**src/rtl/stm_lane_router.sv**
```systemverilog
module stm_lane_router #(
  parameter int BYTE_W = 8
) (
  input  logic              clk,
  input  logic              rst_n,
  input  logic              cfg_we,
  input  logic              cfg_path,
  input  logic              cfg_mode,
  input  logic [BYTE_W-1:0] tx_byte,
  input  logic              tx_val,
  input  logic              tx_addr,
  input  logic              tx_sof,
  output logic              tx_req,
  output logic              fast_l0,
  output logic              fast_l1,
  output logic              fast_vld,
  output logic              fast_start,
  output logic              ilv_l0,
  output logic              ilv_l1,
  output logic              ilv_vld,
  output logic              ilv_start,
  input  logic              rx_fast_l0,
  input  logic              rx_fast_l1,
  input  logic              rx_fast_vld,
  input  logic              rx_fast_start,
  input  logic              rx_ilv_l0,
  input  logic              rx_ilv_l1,
  input  logic              rx_ilv_vld,
  input  logic              rx_ilv_start,
  output logic [BYTE_W-1:0] rx_byte,
  output logic              rx_val,
  output logic              rx_frame
);
  localparam int PAIRS = BYTE_W / 2;
  localparam int CW    = (PAIRS > 1) ? $clog2(PAIRS) : 1;
  localparam int AW    = BYTE_W - 2;
  localparam logic [CW-1:0] LAST = CW'(PAIRS - 1);

  logic route_path, route_mode;

  logic [BYTE_W-1:0] tx_sh;
  logic [CW-1:0]     tx_cnt;
  logic              tx_busy, tx_path, tx_first, sof_pend;
  logic              tx_take;

  assign tx_req  = !tx_busy;
  assign tx_take = tx_val && tx_req;

  always_ff @(posedge clk) begin
    if (!rst_n) begin
      route_path <= 1'b0;
      route_mode <= 1'b0;
    end else if (cfg_we) begin
      route_path <= cfg_path;
      route_mode <= cfg_mode;
    end
  end

  always_ff @(posedge clk) begin
    if (!rst_n) begin
      tx_sh    <= '0;
      tx_cnt   <= '0;
      tx_busy  <= 1'b0;
      tx_path  <= 1'b0;
      tx_first <= 1'b0;
      sof_pend <= 1'b0;
    end else begin
      if (tx_take) begin
        tx_sh    <= tx_byte;
        tx_cnt   <= '0;
        tx_busy  <= 1'b1;
        tx_path  <= route_mode ? tx_addr : route_path;
        tx_first <= sof_pend || tx_sof;
        sof_pend <= 1'b0;
      end else begin
        if (tx_sof) sof_pend <= 1'b1;
        if (tx_busy) begin
          tx_sh    <= tx_sh >> 2;
          tx_cnt   <= tx_cnt + 1'b1;
          tx_first <= 1'b0;
          if (tx_cnt == LAST) tx_busy <= 1'b0;
        end
      end
    end
  end

  assign fast_vld   = tx_busy && !tx_path;
  assign ilv_vld    = tx_busy &&  tx_path;
  assign fast_l0    = fast_vld && tx_sh[0];
  assign fast_l1    = fast_vld && tx_sh[1];
  assign ilv_l0     = ilv_vld  && tx_sh[0];
  assign ilv_l1     = ilv_vld  && tx_sh[1];
  assign fast_start = fast_vld && tx_first;
  assign ilv_start  = ilv_vld  && tx_first;

  logic          sel_vld, sel_l0, sel_l1, sel_start;
  logic [CW-1:0] rx_cnt, eff_cnt;
  logic [AW-1:0] rx_acc;
  logic          rx_sf;

  assign sel_vld   = route_path ? rx_ilv_vld   : rx_fast_vld;
  assign sel_l0    = route_path ? rx_ilv_l0    : rx_fast_l0;
  assign sel_l1    = route_path ? rx_ilv_l1    : rx_fast_l1;
  assign sel_start = route_path ? rx_ilv_start : rx_fast_start;
  assign eff_cnt   = sel_start ? '0 : rx_cnt;

  always_ff @(posedge clk) begin
    if (!rst_n) begin
      rx_cnt   <= '0;
      rx_acc   <= '0;
      rx_sf    <= 1'b0;
      rx_byte  <= '0;
      rx_val   <= 1'b0;
      rx_frame <= 1'b0;
    end else begin
      rx_val   <= 1'b0;
      rx_frame <= 1'b0;
      if (sel_vld) begin
        rx_acc <= {sel_l1, sel_l0, rx_acc[AW-1:2]};
        if (eff_cnt == LAST) begin
          rx_cnt   <= '0;
          rx_byte  <= {sel_l1, sel_l0, rx_acc};
          rx_val   <= 1'b1;
          rx_frame <= sel_start || rx_sf;
          rx_sf    <= 1'b0;
        end else begin
          rx_cnt <= eff_cnt + 1'b1;
          rx_sf  <= sel_start || rx_sf;
        end
      end
    end
  end
endmodule

```
**config.mk**
```make
export PLATFORM = sky130hd
export DESIGN_NAME = stm_lane_router
export DESIGN_NICKNAME = d
export VERILOG_FILES = /design/src/rtl/stm_lane_router.sv
export SDC_FILE = /design/constraint.sdc
export NUM_CORES = 1
export LEC_CHECK = 0
export ABC_AREA = 1
export CORE_MARGIN = 2
export CORE_UTILIZATION = 51
export CTS_CLUSTER_SIZE = 20
export DETAILED_ROUTE_END_ITERATION = 8
export GPL_TIMING_DRIVEN = 0
export MAX_ROUTING_LAYER = met4
export PLACE_DENSITY_LB_ADDON = 0.2
export SLEW_MARGIN = 5
export SYNTH_ARGS = -nofsm -noshare
export SYNTH_HDL_FRONTEND = slang
export SYNTH_SLANG_ARGS = --single-unit
```
**constraint.sdc**
```tcl
create_clock -name clk -period 3.6 [get_ports clk]
set_clock_uncertainty 0.1 [all_clocks]
set_input_delay 1.08 -clock clk [delete_from_list [all_inputs] [get_ports clk]]
set_output_delay 1.08 -clock clk [all_outputs]
set_load 0.01 [all_outputs]
```
==> Flow_metrics.wiki <==
{| class="wikitable"
! Metric !! Value
|-
| Post-detailed-route DRC marker count || 0
|-
| Detailed-route wire length || 3150 um
|-
| Setup repair after global routing missed its margin || no
|-
| Share of final-layout standard cells stronger than drive strength 1 || 0.138
|-
| WL/cell || 10.5 um
|-
| Number of different library cells in the post-synthesis netlist || 20
|-
| Number of pins exceeding their max-slew limit in the final report || 0
|-
| Number of resized instances in the post-cts repair step || 0
|-
| Setup crit start kind || flop
|-
| Fin. Hold Viols || 0
|-
| Half-perimeter wire length after placement || 2330 um
|-
| Maximum capacitance violations || 0
|-
| Clock Latency Late Sink || about 0.34 ns
|-
| Number of vias in the routed layout || ~1,400
|-
| TritonCTS sink count || 35
|-
| Relative slew margins || 0.731
|-
| Vias in the first global route || 1,289
|-
| Remaining antenna violation count after routing || 0
|-
| Final setup slack of the worst path || 0.678 ns
|-
| Final min period || 2.92 ns
|-
| Max FO, Critical Path || 10
|-
| Overall die height || 59.8 um
|-
| Core region area || 3000 sq um
|-
| Placement row count || 20
|-
| Clock tree from TritonCTS || built
|-
| Initial Util || 0.528
|-
| Number of antenna violations at the first check in global routing || 0
|-
| Path type of the worst setup path || reg -> out
|-
| TritonCTS buffer count || 5
|-
| Power density normalized to cell area || 357 nW/um^2
|-
| Hold Crit Class || reg -> reg
|-
| Number of vias per cell after detailed routing || 4.76
|-
| Wire length of the first global-routing pass || 5360 um
|-
| Clock buffer depth || 2
|-
| Fraction of the cycle the final worst path needs || 0.812
|-
| Top area cells in the synthesized netlist || sky130_fd_sc_hd__dfxtp_1 44%, sky130_fd_sc_hd__nand2_1 15%, sky130_fd_sc_hd__nor2_1 6.4%
|-
| IO Port Bufs || 41
|-
| Total negative slack || 0 ns
|-
| Global-route usage over all layers || 0.207
|-
| Top cell type's share of synthesized area || 0.442
|-
| Net Count, Synth || 246
|-
| Post-synthesis sequential area ratio || 0.442
|-
| Die Area || roughly 3600 sq um
|-
| Synthesized area divided by synthesized cell count || 7.24 sq um
|-
| Area growth from synthesis to layout || 31.9%
|-
| Capturing element type of the critical path || primary output
|-
| Total overflow reported by the global router || 0
|-
| Peak ir drop on the vdd network || approximately 0.33 mV
|-
| Worst-case setup slack after placement || 0.778 ns
|-
| Number of post-CTS setup repair buffers || 0
|-
| Commonest non-fill, non-tap cells in the layout || 63 x sky130_fd_sc_hd__nand2_1, 41 x sky130_fd_sc_hd__clkdlybuf4s50_1, 35 x sky130_fd_sc_hd__dfxtp_1
|-
| Ant. Diodes || 0
|-
| Data required time at the worst endpoint || 2.42 ns
|-
| Number of endpoints failing setup at the final stage || 0
|-
| Post-synthesis cell area || 1590 sq um
|-
| Number of nets in the layout || approximately 300
|-
| Synth Register Bits || 35
|-
| GPL Wtd Cong || 0.795
|-
| Worst Path Arrival || 1.74 ns
|-
| Maximum clock frequency || 0.342 GHz
|-
| Synth Warn # || 0
|-
| Pre-antenna DRT Iters || 4
|-
| Count of boundary I/O pins || 43
|-
| Most common cell after layout, fill and taps aside || sky130_fd_sc_hd__nand2_1
|-
| Iteration-0 DRC Markers || 45
|-
| Largest net degree at the start of global routing || 12
|-
| Overall die width || approximately 60 um
|-
| Root buf cell || sky130_fd_sc_hd__clkbuf_4
|-
| Result of the run || finished, final reports clean
|-
| Area leader, netlist || sky130_fd_sc_hd__dfxtp_1
|-
| Cells after Synth || approximately 220
|-
| CTS HTree Levels || 2
|-
| Clock-pin slew of the registers on the worst-case setup and hold paths || roughly 0.11 ns
|-
| Least-Margin Pin Slew || 0.403 ns
|-
| Leakage || 0.920 nW
|-
| Cts hold-fix bufs || 0
|}
-- cells by family (layout without fill, tap and decap cells) --
group           after synthesis  in the layout  synth area share
simple gates                115            115             0.317
buf+inv                      37             86             0.110
flops                        35             35             0.442
compound gates               28             28             0.102
fa+ha+maj                     3              3            0.0237
xor+xnor                      1              1           0.00553
-- final cells by class --
class	instances	area, sq um
fillers	264	912
multi-input cells	147	711
flip-flops and latches	35	701
repair buffers	41	410
inverters	29	109
plain buffers	8	65.1
clock buffers	6	41.3
well taps	33	41.3
clock inverters	2	12.5
-- worst max-delay path: stages (launching register included) --
cell and delay [ns]:
sky130_fd_sc_hd__dfxtp_1 0.40, sky130_fd_sc_hd__buf_2 0.24, sky130_fd_sc_hd__nand2_1 0.13, sky130_fd_sc_hd__nor2_1 0.10, sky130_fd_sc_hd__clkdlybuf4s50_1 0.54
-- Yosys cell counts (all sizes together) --
cell	count
a21oi	20
buf	8
nand3	17
o21ai	7
xnor2	1
a211oi	1
ha	3
dfxtp	35
inv	29
nand2	70
nor2	28
-- final timing paths --
check / from / to / slack, ns / cells after the start
worst max register to register: route_path / rx_byte[6] / 1.78 / 10
worst max-delay path: tx_busy / ilv_l0 / 0.68 / 4
worst min register to register: tx_sh[7] / tx_sh[7] / 0.38 / 2
worst min-delay path: tx_sh[7] / tx_sh[7] / 0.38 / 2
-- per-stage QoR --
stage | total power [mW] | instances | cell area [sq um] | hold slack, ns | utilization
5_1_grt | 0.788 | 301 | 2090 | 0.393 | 0.696
2_1_floorplan | 0.500 | 219 | 1590 | 0.337 | -
6_report | 0.747 | 301 | 2090 | 0.377 | 0.696
4_1_cts | 0.754 | 301 | 2090 | 0.381 | 0.696
3_5_place_dp | 0.549 | 293 | 2040 | 0.357 | 0.678
3_3_place_gp | 0.547 | 293 | 2040 | 0.350 | 0.678
-- power by group --
group	switching [mW]	internal, mW
clock	0.132	0.0753
combinational	0.0644	0.0587
sequential	0.0113	0.405
total	0.208	0.539
-- state kept, by name, summed over array words and instances, names as in the netlist --
signal	flops
rx_byte	8
tx_sh	8
rx_acc	6
rx_cnt	2
tx_cnt	2
route_mode	1
route_path	1
rx_frame	1
rx_sf	1
rx_val	1
sof_pend	1
tx_busy	1
tx_first	1
tx_path	1
-- routing by layer --
layer,up-vias,share of wire,track usage
li1,775,-,-
met1,617,0.45,0.229
met2,35,0.47,0.345
met3,5,0.064,0.0758
met4,0,0.015,0.0667
met5,-,0,-
No activity file was read; power rests on OpenSTA's default activity.
